--- src/rtl/raster_pkg.sv ---
package raster_pkg;
    typedef enum logic {
        OVL_IDLE  = 1'b0,
        OVL_SHIFT = 1'b1
    } ovl_state_e;
endpackage

--- src/rtl/raster_timing.sv ---
module raster_timing #(
    parameter int H_VIS  = 480,
    parameter int H_SYNC = 155,
    parameter int V_VIS  = 480,
    parameter int V_SYNC = 45,
    parameter int HW     = 10,
    parameter int VW     = 10
) (
    input  logic          clk,
    input  logic          rst_n,
    output logic [HW-1:0] hcount_o,
    output logic [VW-1:0] vcount_o,
    output logic          hsync_o,
    output logic          vsync_o,
    output logic          visible_o
);
    localparam int LINE  = H_VIS + H_SYNC;
    localparam int FRAME = V_VIS + V_SYNC;
    localparam logic [HW-1:0] H_LAST  = HW'(LINE - 1);
    localparam logic [VW-1:0] V_LAST  = VW'(FRAME - 1);
    localparam logic [HW-1:0] H_BOUND = HW'(H_VIS);
    localparam logic [VW-1:0] V_BOUND = VW'(V_VIS);

    logic [HW-1:0] h_q;
    logic [VW-1:0] v_q;

    always_ff @(posedge clk or negedge rst_n) begin
        if (!rst_n) begin
            h_q <= '0;
            v_q <= '0;
        end else if (h_q == H_LAST) begin
            h_q <= '0;
            v_q <= (v_q == V_LAST) ? '0 : v_q + 1'b1;
        end else begin
            h_q <= h_q + 1'b1;
        end
    end

    always_comb begin
        hcount_o  = h_q;
        vcount_o  = v_q;
        hsync_o   = (h_q >= H_BOUND);
        vsync_o   = (v_q >= V_BOUND);
        visible_o = (h_q < H_BOUND) && (v_q < V_BOUND);
    end


    hcnt_wrap_chk: assert property (@(posedge clk) disable iff (!rst_n)
        (h_q == H_LAST) |=> (h_q == '0));

    hcnt_step_chk: assert property (@(posedge clk) disable iff (!rst_n)
        (h_q != H_LAST) |=> (h_q == $past(h_q) + 1'b1));

    vcnt_hold_chk: assert property (@(posedge clk) disable iff (!rst_n)
        (h_q != H_LAST) |=> $stable(v_q));

    vcnt_range_chk: assert property (@(posedge clk) disable iff (!rst_n)
        (v_q <= V_LAST));
endmodule

--- src/rtl/spi_overlay.sv ---
module spi_overlay
    import raster_pkg::*;
#(
    parameter int OVL_BITS     = 8,
    parameter int CLKS_PER_BIT = 2
) (
    input  logic                clk,
    input  logic                rst_n,
    input  logic                wr_i,
    input  logic [OVL_BITS-1:0] wdata_i,
    output logic                active_o,
    output logic                force_o
);
    localparam int PW = (CLKS_PER_BIT > 1) ? $clog2(CLKS_PER_BIT) : 1;
    localparam int BW = (OVL_BITS > 1) ? $clog2(OVL_BITS) : 1;
    localparam logic [PW-1:0] P_LAST = PW'(CLKS_PER_BIT - 1);
    localparam logic [BW-1:0] B_LAST = BW'(OVL_BITS - 1);

    ovl_state_e          state_q, state_d;
    logic [OVL_BITS-1:0] shreg_q, shreg_d;
    logic [PW-1:0]       phase_q, phase_d;
    logic [BW-1:0]       bits_q, bits_d;

    always_comb begin
        state_d = state_q;
        shreg_d = shreg_q;
        phase_d = phase_q;
        bits_d  = bits_q;
        if (wr_i) begin
            state_d = OVL_SHIFT;
            shreg_d = wdata_i;
            phase_d = '0;
            bits_d  = '0;
        end else begin
            unique case (state_q)
                OVL_IDLE: begin
                end
                OVL_SHIFT: begin
                    if (phase_q == P_LAST) begin
                        phase_d = '0;
                        if (bits_q == B_LAST) begin
                            state_d = OVL_IDLE;
                            shreg_d = '0;
                            bits_d  = '0;
                        end else begin
                            bits_d  = bits_q + 1'b1;
                            shreg_d = shreg_q << 1;
                        end
                    end else begin
                        phase_d = phase_q + 1'b1;
                    end
                end
                default: state_d = OVL_IDLE;
            endcase
        end
    end

    always_ff @(posedge clk or negedge rst_n) begin
        if (!rst_n) begin
            state_q <= OVL_IDLE;
            shreg_q <= '0;
            phase_q <= '0;
            bits_q  <= '0;
        end else begin
            state_q <= state_d;
            shreg_q <= shreg_d;
            phase_q <= phase_d;
            bits_q  <= bits_d;
        end
    end

    always_comb begin
        active_o = (state_q == OVL_SHIFT);
        force_o  = (state_q == OVL_SHIFT) && !shreg_q[OVL_BITS-1];
    end


    ovl_start_chk: assert property (@(posedge clk) disable iff (!rst_n)
        wr_i |=> (state_q == OVL_SHIFT && phase_q == '0 && bits_q == '0 && shreg_q == $past(wdata_i)));

    ovl_end_chk: assert property (@(posedge clk) disable iff (!rst_n)
        (state_q == OVL_SHIFT && phase_q == P_LAST && bits_q == B_LAST && !wr_i)
        |=> (state_q == OVL_IDLE && shreg_q == '0));

    ovl_hold_chk: assert property (@(posedge clk) disable iff (!rst_n)
        (state_q == OVL_SHIFT && phase_q != P_LAST && !wr_i) |=> $stable(shreg_q));
endmodule

--- src/rtl/pixel_expand.sv ---
module pixel_expand #(
    parameter int CH_BITS = 2,
    localparam int PIX_W  = 3 * CH_BITS,
    localparam int REP    = 8 / CH_BITS
) (
    input  logic [PIX_W-1:0] pixel_i,
    input  logic             visible_i,
    output logic [23:0]      rgb_o
);
    logic [23:0] full;

    for (genvar c = 0; c < 3; c++) begin : g_chan
        assign full[c*8 +: 8] = {REP{pixel_i[c*CH_BITS +: CH_BITS]}};
    end

    assign rgb_o = visible_i ? full : 24'h0;
endmodule

--- src/rtl/raster_overlay_video.sv ---
module raster_overlay_video #(
    parameter int H_VIS        = 480,
    parameter int H_SYNC       = 155,
    parameter int V_VIS        = 480,
    parameter int V_SYNC       = 45,
    parameter int PORT_W       = 8,
    parameter int CH_BITS      = 2,
    parameter int OVL_BITS     = 8,
    parameter int CLKS_PER_BIT = 2,
    localparam int PIX_W       = 3 * CH_BITS,
    localparam int HW          = $clog2(H_VIS + H_SYNC),
    localparam int VW          = $clog2(V_VIS + V_SYNC)
) (
    input  logic                clk,
    input  logic                rst_n,
    input  logic [PORT_W-1:0]   port_i,
    input  logic                spi_wr_i,
    input  logic [OVL_BITS-1:0] spi_data_i,
    output logic [PIX_W-1:0]    pixel_o,
    output logic [23:0]         rgb_o,
    output logic                hsync_o,
    output logic                vsync_o,
    output logic [HW-1:0]       hcount_o,
    output logic [VW-1:0]       vcount_o
);
    logic visible;
    logic ovl_active;
    logic ovl_force;

    raster_timing #(
        .H_VIS(H_VIS), .H_SYNC(H_SYNC), .V_VIS(V_VIS), .V_SYNC(V_SYNC),
        .HW(HW), .VW(VW)
    ) u_timing (
        .clk(clk), .rst_n(rst_n),
        .hcount_o(hcount_o), .vcount_o(vcount_o),
        .hsync_o(hsync_o), .vsync_o(vsync_o), .visible_o(visible)
    );

    spi_overlay #(.OVL_BITS(OVL_BITS), .CLKS_PER_BIT(CLKS_PER_BIT)) u_overlay (
        .clk(clk), .rst_n(rst_n),
        .wr_i(spi_wr_i), .wdata_i(spi_data_i),
        .active_o(ovl_active), .force_o(ovl_force)
    );

    assign pixel_o = ovl_force ? {PIX_W{1'b1}} : port_i[PIX_W-1:0];

    pixel_expand #(.CH_BITS(CH_BITS)) u_expand (
        .pixel_i(pixel_o), .visible_i(visible), .rgb_o(rgb_o)
    );


    idle_pass_chk: assert property (@(posedge clk) disable iff (!rst_n)
        !ovl_active |-> (pixel_o == port_i[PIX_W-1:0]));

    blank_chk: assert property (@(posedge clk) disable iff (!rst_n)
        (hsync_o || vsync_o) |-> (rgb_o == 24'h0));
endmodule

--- config.mk ---
export PLATFORM = sky130hd
export DESIGN_NAME = raster_overlay_video
export DESIGN_NICKNAME = d
export VERILOG_FILES = /design/src/rtl/raster_pkg.sv /design/src/rtl/raster_timing.sv /design/src/rtl/spi_overlay.sv /design/src/rtl/pixel_expand.sv /design/src/rtl/raster_overlay_video.sv
export SDC_FILE = /design/constraint.sdc
export NUM_CORES = 1
export LEC_CHECK = 0
export BUFFER_PORTS_ARGS = -buffer_cell sky130_fd_sc_hd__buf_4
export CAP_MARGIN = 30
export CORE_AREA = 2 2 72 60
export DETAILED_ROUTE_END_ITERATION = 6
export DIE_AREA = 0 0 74 62
export GPL_TIMING_DRIVEN = 0
export HOLD_SLACK_MARGIN = 0.03
export PLACE_DENSITY_LB_ADDON = 0.15
export SLEW_MARGIN = 20
export SYNTH_ARGS = -nofsm -noshare
export SYNTH_HDL_FRONTEND = slang
export SYNTH_SLANG_ARGS = --single-unit
--- constraint.sdc ---
create_clock -name clk -period 4.05 [get_ports clk]
set_clock_uncertainty 0.15 [all_clocks]
set_input_delay 0.2025 -clock clk [delete_from_list [all_inputs] [get_ports clk]]
set_output_delay 0.2025 -clock clk [all_outputs]
set_load 0.02 [all_outputs]
## Yosys cells after proc, flatten, opt, wreduce, memory -nomap -nowiden

Cells that the tools add are included.

- Flip-flop bits (word level): 33
- Input bits: 19
- Output and inout port bits: 52
- Logic and storage cells: 42

- $add $sub $neg: 4
- $lt $le $gt $ge: 4
- Eq/ne operators: 3
- Multiplexer cells: 19
- Reductions and logical operators: 6

Operator list:

| kind | count |
|---|---|
| $mux 8 | 4 |
| $mux 24 | 1 |
| $add 10x1->10 const B | 2 |
| $eq 10x10->1 const B | 2 |
| $ge 10x9->1 const B | 2 |
| $lt 10x9->1 const B | 2 |
| $mux 10 | 2 |
| $mux 3 | 4 |
| $mux 1 | 7 |
| $mux 6 | 1 |
| $reduce_bool 2->1 | 2 |
| $add 3x1->3 const B | 1 |
| $eq 3x3->1 const B | 1 |
| $logic_and 1x1->1 | 2 |
| $reduce_and 2->1 | 1 |
| $add 1x1->1 const B | 1 |
| $logic_not 1->1 | 1 |

## Longest topological paths before layout

Gate-level depths: netlist (run 1).

- Depth in word-level cells: 5
- Mapped depth: 7
- Gate-level depth less buffers: 6

## Cells and area by module

A second synthesis (run 1) with hierarchy kept.

- Cells, all modules: 200
- Area total of the unflattened synthesis: 1874.3 um^2

By module, submodules not included:

| module | instances | cells each | area an instance (um^2) | sequential area each (um^2) |
|---|---|---|---|---|
| raster_timing | 1 | 104 | 1031.0 | 500.5 |
| spi_overlay | 1 | 66 | 633.1 | 325.3 |
| pixel_expand | 1 | 24 | 172.7 | 0.0 |
| raster_overlay_video | 1 | 6 | 37.5 | 0.0 |

## Worst setup path before layout (run 1)

OpenSTA, ideal clock, no wires.

- Kind: register to output
- Start point: register u_timing.h_q[8], in the netlist u_timing.hcount_o[8]
- End point: output port rgb_o[10]
- Data arrival time: 1851 ps
- Data required time: 3697 ps
- Path slack: 1846 ps
- Cell stages (with the launch flop): 5
- Buffers on the path: 1
- Path through: dfrtp_1 > a41o_1 > or2_2 > nor2b_1 > buf_4

- Word-level cells in the longest chain between the ends: 3

Ends and longest elaborated chain:

| what | RTL line | RTL |
|---|---|---|
| from (decl) | raster_timing.sv:24 | `logic [HW-1:0] h_q;` |
| from (signal assigned) | raster_timing.sv:35 | `h_q <= h_q + 1'b1;` |
| $lt 10x9->1 | raster_timing.sv:44 | `visible_o = (h_q < H_BOUND) && (v_q < V_BOUND);` |
| $logic_and 1x1->1 | raster_timing.sv:44 |  |
| $mux 24 | pixel_expand.sv:16 | `assign rgb_o = visible_i ? full : 24'h0;` |
| to (decl) | raster_overlay_video.sv:20 | `output logic [23:0] rgb_o,` |

Every way passes these cells.

## Worst setup path in the final report (run 1)

- Start point: register u_timing.h_q[8], in the netlist u_timing.hcount_o[8]
- End point: output port rgb_o[15]

Same word-level chain as after synthesis.

==> results.md, run 1 <==
* Die H at just over 60 um
* Reg2reg start: u_timing.hcount_o[2]$_DFF_PN0_
* Top cells by instance count after synthesis: 33 x dfrtp_1, 19 x buf_4, 15 x nand2_1, 13 x a21oi_1, 12 x nor2_1
* Post-Syn Nets at between 200 and 250
* Routed WL per cell at 12.3 um
* Comb power frac at 0.190
* Largest net degree at the start of global routing at 34
* Pins Over Slew Limit at 0
* Setup tns final at 0 ns
* Kind of end point of the critical path: output port
* Post-synth top area cell: dfrtp_1
* Fillers at 346
* Minimum clock period at 2.32 ns
* Worst hold path type: in2async
* Gate Count Post-Synth at 195
* Finished Layout Cells at around 340
* Fin nets at 306
* Congestion Overflow GR at 0
* Simple logic cell fraction of the synthesized area at 0.262
* GRT Total Usage at 0.194
* Seq/Total Area, Yosys at 0.437
* Starting Density at 0.476
* Layout area overhead at 41.5%
* Critical Path AT at 1.97 ns
* Highest clock rate at 431 MHz
* Avg Inst Size Synth at approximately 9.7 um2
* Initial antenna violation count at 0
* Diode count at 0
* Routed WL at 4.14 mm
* Max stage delay on crit path at ~0.45 ns
* Setup Crit Path Kind: reg2out
* Crit start category: flop
* CTS Buf Count at 5
* Hold-fix buffers, CTS at 10
* Antenna viol nets, final at 0
* Worst slew margin at 0.691
* Vias in the first global route at 1,406
* Outcome: finished clean
* Internal power at approximately 570 uW
* Final hold viol count at 0
* Pleak at 0.00129 uW
* Share of power burned in registers at 0.452
* Endpoints failing setup at 0
* Hold Slack at approximately 0.24 ns
* Clock Latency Late Sink at 0.29 ns
* Maxcap violations at 0
* Synth Area in Adders at 0.0464
* DR pass1 iterations at 4
* Power per standard cell area at 286 mW/mm2
* Clock buffer depth at 2
* Via/cell ratio at around 4.9
* Residual DRC at 0
* Critical path peak fanout at 6
* Ys async rst share at 1.00
* Mux cell area share after synthesis at 0.0119
* Post-synth EDFFs at 0
* Least-Margin Pin Slew at 0.464 ns
* Fraction of layout instances using a drive strength above 1 at 0.381
* Worst path cell trace: a41o_1, or2_2, nor2b_1, buf_4, buf_4
* Xor/xnor share of the synthesized area at 0.0510
* Clock-pin slew on the worst setup and hold paths at 0.07 ns
* First-pass GRT wire length at about 6.6 mm
* Synth area leaders: dfrtp_1 44%, buf_4 7.6%, ha_1 4.6%
* Horiz. Die Dim at 74 um
* CP max-delay cell: dfrtp_1
* Compound-Gate Fraction of Synth Area at 0.0974
* RSZ-0062 raised after global routing: no
* Yosys reg bits at 33
* Sw Share at 0.257
* Global placer's final weighted congestion at approximately 0.8
* Via count at 1,670
* Largest family of logic cells by synthesized area: simple AND/OR/NAND/NOR gates
* Top cell type's share of synthesized area at 0.437
* # port buffers at 68
* R2R Setup Slk at 2.17 ns
* Most common cell in the netlist: dfrtp_1
* Ys flop type: dfrtp_1
* Postcts setup bufs at 0
* Peak supply drop at 243 uV
* Synth warnings at 0
* # rows at 21
* Post-synth cell types at 37
* Clock network power share at 0.357
* Design area at 0.00267 mm2
* Clock Sinks at 33
* Post-Place Cell Area at ~0.0025 mm2
* Final Cycle Share at 0.573
* Post-synth design cell area at ~0.0019 mm2
* Most used cell, CP: buf_4
* CTS root buf: clkbuf_8
* Placed Cells at 320
* CORE AREA at 0.00397 mm2
* NetSw at around 200 uW
* Worst path required time at 3.70 ns
* R2r endpoint: u_timing.vcount_o[8]$_DFFE_PN0N_
* Gates resized, CTS repair at 0
* Initial DRC Count at between 70 and 80
* CTS tree: done
* Io pins at 71
* Die footprint at 0.00459 mm2
* FF-to-FF path depth at 5
* Dpl hpwl at 2.96 mm
* H-tree levels at 2
power by group through the flow:
stage | registers [uW] | logic (uW) | clock network (uW)
after CTS | 345 | 147 | 279
final | 345 | 145 | 273
after detailed placement | 351 | 138 | 0
after floorplan | 350 | 80.6 | 0
after global placement | 351 | 137 | 0
after global routing | 346 | 159 | 300
through the flow:
step | worst slack [ns] | util | power [uW]
floorplan | 1.85 | - | 431
global route | 1.59 | 0.673 | 805
global placement | 2.02 | 0.623 | 488
CTS | 1.69 | 0.673 | 770
detailed placement | 2.03 | 0.623 | 489
finish | 1.73 | 0.673 | 763
worst max-delay path, delay by kind of cell (launching register included):
family | cells | cell delay (ns)
flops | 1 | 0.45
buf+inv | 2 | 0.29
compound gates | 1 | 0.31
simple gates | 2 | 0.64
final cells by class:
class,count,area [um2],area share
buffer,24,161,0.0604
clock buffer,7,96.3,0.0361
inverter,4,15.0,0.00562
sequential,33,826,0.309
timing repair buffer,78,611,0.229
clock inverter,1,5.00,0.00187
tap,57,71.3,0.0267
multi-input combinational,134,886,0.332
flip-flops by register name (all words and copies together) (netlist names):
name / count
u_overlay.active_o: 1
u_overlay.bits_q: 3
u_overlay.phase_q: 1
u_overlay.shreg_q: 8
u_timing.hcount_o: 10
u_timing.vcount_o: 10
cells by family after synthesis:
logic type	after synthesis
simple gates	82
flops	33
compound gates	32
buf+inv	28
xor+xnor	11
fa+ha+maj	7
mux	2
per-layer routing:
| layer | wire, um | up-vias | part of all wire | global-route usage |
|---|---|---|---|---|
| met5 | 0 | - | 0 | 0 |
| met1 | 1940 | 766 | 0.47 | 0.265 |
| met2 | 1730 | 70 | 0.42 | 0.279 |
| met3 | 374 | 9 | 0.090 | 0.0758 |
| met4 | 93 | 0 | 0.022 | 0.0779 |
| li1 | - | 825 | - | - |
worst max path at each step:
stage                                               from   endpoint
final                     u_timing.hcount_o[8]$_DFF_PN0_  rgb_o[15]
after global routing      u_timing.hcount_o[8]$_DFF_PN0_  rgb_o[14]
after CTS                 u_timing.hcount_o[8]$_DFF_PN0_  rgb_o[15]
after detailed placement  u_timing.hcount_o[8]$_DFF_PN0_  rgb_o[15]
after global placement    u_timing.hcount_o[8]$_DFF_PN0_  rgb_o[13]
after floorplan           u_timing.hcount_o[8]$_DFF_PN0_  rgb_o[10]
cells in the final DEF (no fill, tap or decap), drive strengths merged, types with 5 or more instances in the layout:
master,n
a21oi,13
xor2,6
nand3,10
buf,87
dfrtp,33
nand4,5
xnor2,5
ha,7
o21ai,11
dlygate4sd3,10
nor2,13
nor2b,7
clkbuf,12
nor3b,8
nand2b,8
nand2,15
Note: power is estimated with default switching activity, not from simulation.
==> inputs of run 2 (changes only) <==
--- a/config.mk
+++ b/config.mk
@@ -5,11 +5,12 @@
 export SDC_FILE = /design/constraint.sdc
 export NUM_CORES = 1
 export LEC_CHECK = 0
+export ABC_AREA = 1
 export BUFFER_PORTS_ARGS = -buffer_cell sky130_fd_sc_hd__buf_4
 export CAP_MARGIN = 30
-export CORE_AREA = 2 2 72 60
+export CORE_AREA = 2 2 77 64
 export DETAILED_ROUTE_END_ITERATION = 6
-export DIE_AREA = 0 0 74 62
+export DIE_AREA = 0 0 79 66
 export GPL_TIMING_DRIVEN = 0
 export HOLD_SLACK_MARGIN = 0.03
 export PLACE_DENSITY_LB_ADDON = 0.15
==> constraint.sdc (replaced) <==
create_clock -name clk -period 1.9 [get_ports clk]
set_clock_uncertainty 0.15 [all_clocks]
set_input_delay 0.095 -clock clk [delete_from_list [all_inputs] [get_ports clk]]
set_output_delay 0.095 -clock clk [all_outputs]
set_load 0.02 [all_outputs]
==> results.md, run 2 <==
* Critical Path AT at 1.58 ns (-0.39 ns)
* Routed WL at 4.62 mm (+12%)
* Design area at 0.00291 mm2 (+9.0%)
* Die footprint at 0.00521 mm2 (+14%)
* Via/cell ratio at 4.57 (-7.5%)
* Layout area overhead at 49.4%
* Post-synth top area cell: dfrtp_1
* Most frequent cells in the layout: 90 x buf_4, 48 x nand2_1, 28 x inv_1, 28 x dfrtp_1, 15 x nor2_1
* Routed WL per cell at 11.8 um (-4.1%)
* DR pass1 iterations at 4 (unchanged)
* Post-Syn Nets at 264 (+19%)
* Highest clock rate at 548 MHz
* Largest net degree at the start of global routing at 34 (unchanged)
* Diode count at 0 (unchanged)
* Pleak at 0.00151 uW (+17%)
* Top routing layer used: met4
* Initial DRC Count at 82 (+7.9%)
* GRT Total Usage at 0.181 (-0.0127)
* Final hold viol count at 0 (unchanged)
* CTS Buf Count at 5 (unchanged)
* Minimum clock period at 1.83 ns
* # rows at 22 (+4.8%)
* Clock network power share at 0.323 (-0.034)
* Endpoints failing setup at 0 (unchanged)
* Wl on met1 at 2.21 mm (+14%)
* Synth warnings at 0 (unchanged)
* Starting Density at 0.437 (-0.0387)
* Vias in the first global route at 1,696 (+21%)
* First-pass GRT wire length at 7.62 mm (+15%)
* Die H at 66 um (+6.5%)
* Outcome: finished clean
* Final Cycle Share at 0.961
* Most used cell, CP: buf_6
* Crit start category: flop
* Gate Count Post-Synth at 238 (+22%)
* Post-Place Cell Area at 0.00253 mm2 (+2.6%)
* Clock-pin slew on the worst setup and hold paths at 0.06 ns (about the same)
* DR WL met2 at 1.96 mm (+13%)
* Pins Over Slew Limit at 0 (unchanged)
* Antenna viol nets, final at 0 (unchanged)
* Congestion Overflow GR at 0 (unchanged)
* Kind of end point of the critical path: output port
* Fraction of layout instances using a drive strength above 1 at 0.435 (+0.0547)
* RSZ-0062 raised after global routing: yes
* Internal power at 1190 uW (+110%)
* Dpl hpwl at 3.27 mm (+10%)
* Residual DRC at 0 (unchanged)
* Post-synth EDFFs at 0 (unchanged)
* Clock Sinks at 33 (unchanged)
* Max stage delay on crit path at 0.43 ns (-0.02 ns)
* H-tree levels at 2 (unchanged)
* CP max-delay cell: dfrtp_2
* Clock Latency Late Sink at 0.28 ns (about the same)
* Horiz. Die Dim at 79 um (+6.8%)
* Peak supply drop at 312 uV (+29%)
* Fin nets at 359 (+17%)
* Yosys reg bits at 33 (unchanged)
* Worst slew margin at 0.721 (+0.0302)
* Worst path required time at 1.65 ns (-2.05 ns)
* Initial antenna violation count at 0 (unchanged)
* Hold Slack at 0.144 ns (-0.101 ns)
* Reg2reg start: u_timing.hcount_o[0]$_DFF_PN0_
* Setup Crit Path Kind: reg2out
* Maxcap violations at 0 (unchanged)
* Worst path cell trace: nand2_2, nor2_4, inv_2, nand4_1, buf_6, a21oi_4, buf_6, buf_6
* Seq/Total Area, Yosys at 0.424 (-0.0138)
* Most common cell in the netlist: nand2_1
* Top cells by instance count after synthesis: 50 x nand2_1, 33 x dfrtp_1, 29 x inv_1, 18 x buf_4, 16 x nor2_1
* Sw Share at 0.268 (+0.0110)
* Worst hold path type: in2async
* Worst Setup SP: u_timing.hcount_o[5]$_DFF_PN0_
* CTS root buf: clkbuf_8
* Synth area leaders: dfrtp_1 42%, nand2_1 9.6%, buf_4 6.9%
* Comb power frac at 0.222 (+0.032)
* Least-Margin Pin Slew at 0.418 ns (-0.0454 ns)
* Global placer's final weighted congestion at 0.815 (+1.5%)
* Ys async rst share at 1.00 (unchanged)
* Ys flop type: dfrtp_1
* # port buffers at 68 (unchanged)
* Io pins at 71 (unchanged)
* Critical path peak fanout at 6 (unchanged)
* Power Total at 1630 uW (+110%)
* Post-synth design cell area at 0.00195 mm2 (+3.2%)
* Share of power burned in registers at 0.455 (+0.003)
* Avg Inst Size Synth at 8.19 um2 (-15%)
* Power per standard cell area at 559 mW/mm2 (+95%)
* Met3 Routed Length at 424 um (+13%)
* NetSw at 436 uW (+120%)
* Clock buffer depth at 2 (unchanged)
* Commonest non-fill, non-tap cell in the layout: buf_4
* Top cell type's share of synthesized area at 0.424 (-0.0138)
* CTS tree: done
* Core Util, Final at 0.653 (-0.0201)
* Setup tns final at 0 ns (unchanged)
* Via count at 1,796 (+7.5%)
* CORE AREA at 0.00446 mm2 (+12%)
* Post-synth cell types at 29 (-22%)
[run 2: cell types whose count changed in the layout (fill, tap and decap cells not counted), moves of 5 or more]
| cell | previous run | this run |
|---|---|---|
| nand2b_1 | 8 | 0 |
| xnor2_1 | 5 | 0 |
| inv_1 | 4 | 28 |
| nand2_2 | 0 | 6 |
| a21oi_4 | 0 | 6 |
| dfrtp_2 | 0 | 5 |
| nor2b_1 | 7 | 0 |
| buf_6 | 0 | 8 |
| nand2_1 | 15 | 48 |
| nor2_2 | 0 | 10 |
| a21oi_1 | 13 | 4 |
| dfrtp_1 | 33 | 28 |
| nor3b_1 | 8 | 0 |
[run 2: path summary, 6_finish.rpt]
| path | end | slack (ns) | depth (start not counted) |
|---|---|---|---|
| setup reg to reg | u_timing.vcount_o[9]$_DFFE_PN0N_ | 0.19 | 10 |
| max in group asynchronous | u_timing.hcount_o[8]$_DFF_PN0_ | 1.13 | 2 |
| hold / removal | u_timing.hcount_o[0]$_DFF_PN0_ | 0.14 | 2 |
| setup / recovery | rgb_o[6] | 0.07 | 8 |
| min in group clk | u_overlay.bits_q[2]$_DFFE_PN0P_ | 0.34 | 2 |
| hold reg to reg | u_overlay.bits_q[2]$_DFFE_PN0P_ | 0.34 | 2 |
[run 2: critical path: cells and delay by family, from the launching register on]
kind / cells / cell delay (ns)
DFF: 1 / 0.43
AOI/OAI and AO/OA: 1 / 0.20
buffers and inverters: 4 / 0.45
and+or+nand+nor: 3 / 0.23
[run 2: repair_timing]
action | 4_1_cts | 5_1_grt
gates resized for setup | 7 | 26
endpoints found under the setup margin | 24 | 24
hold buffers | 10 | 0
endpoints found under the hold margin | 43 | 0
pin swaps | 0 | 3
buffers inserted | 2 | 8
[run 2: layout make-up]
cell class | count | area [um2]
clock buffers | 7 | 86.3
repair buffers | 88 | 701
multi-input cells | 151 | 915
inverters | 32 | 120
fillers | 398 | 1550
plain buffers | 22 | 184
flip-flops and latches | 33 | 832
well taps | 60 | 75.1
[run 2: logic make-up after synthesis]
group / Yosys count / share of synthesized area
buffers and inverters: 54 / 0.148
XOR/XNOR: 6 / 0.0270
flip-flops: 33 / 0.424
AO/OA/AOI/OAI: 36 / 0.112
AND/OR/NAND/NOR: 102 / 0.244
adder cells (fa/ha/maj): 7 / 0.0449
[run 2: layer usage]
layer,GRT usage,vias to the layer above
li1,-,929
met5,0,-
met3,0.0546,2
met1,0.248,808
met4,0.0453,0
met2,0.283,57
[run 2: stage by stage]
stage / setup WS [ns] / std cells
floorplan: 0.0342 / 238
global placement: 0.104 / 366
detailed placement: 0.108 / 366
CTS: 0.0139 / 385
global route: -0.0402 / 393
finish: 0.0741 / 393
[run 2: power by group through the flow]
stage          Combinational, uW  Clock, uW  Sequential, uW
2_1_floorplan                181          0             750
3_3_place_gp                 311          0             752
3_5_place_dp                 314          0             752
4_1_cts                      338        539             740
5_1_grt                      391        574             742
6_report                     362        525             740
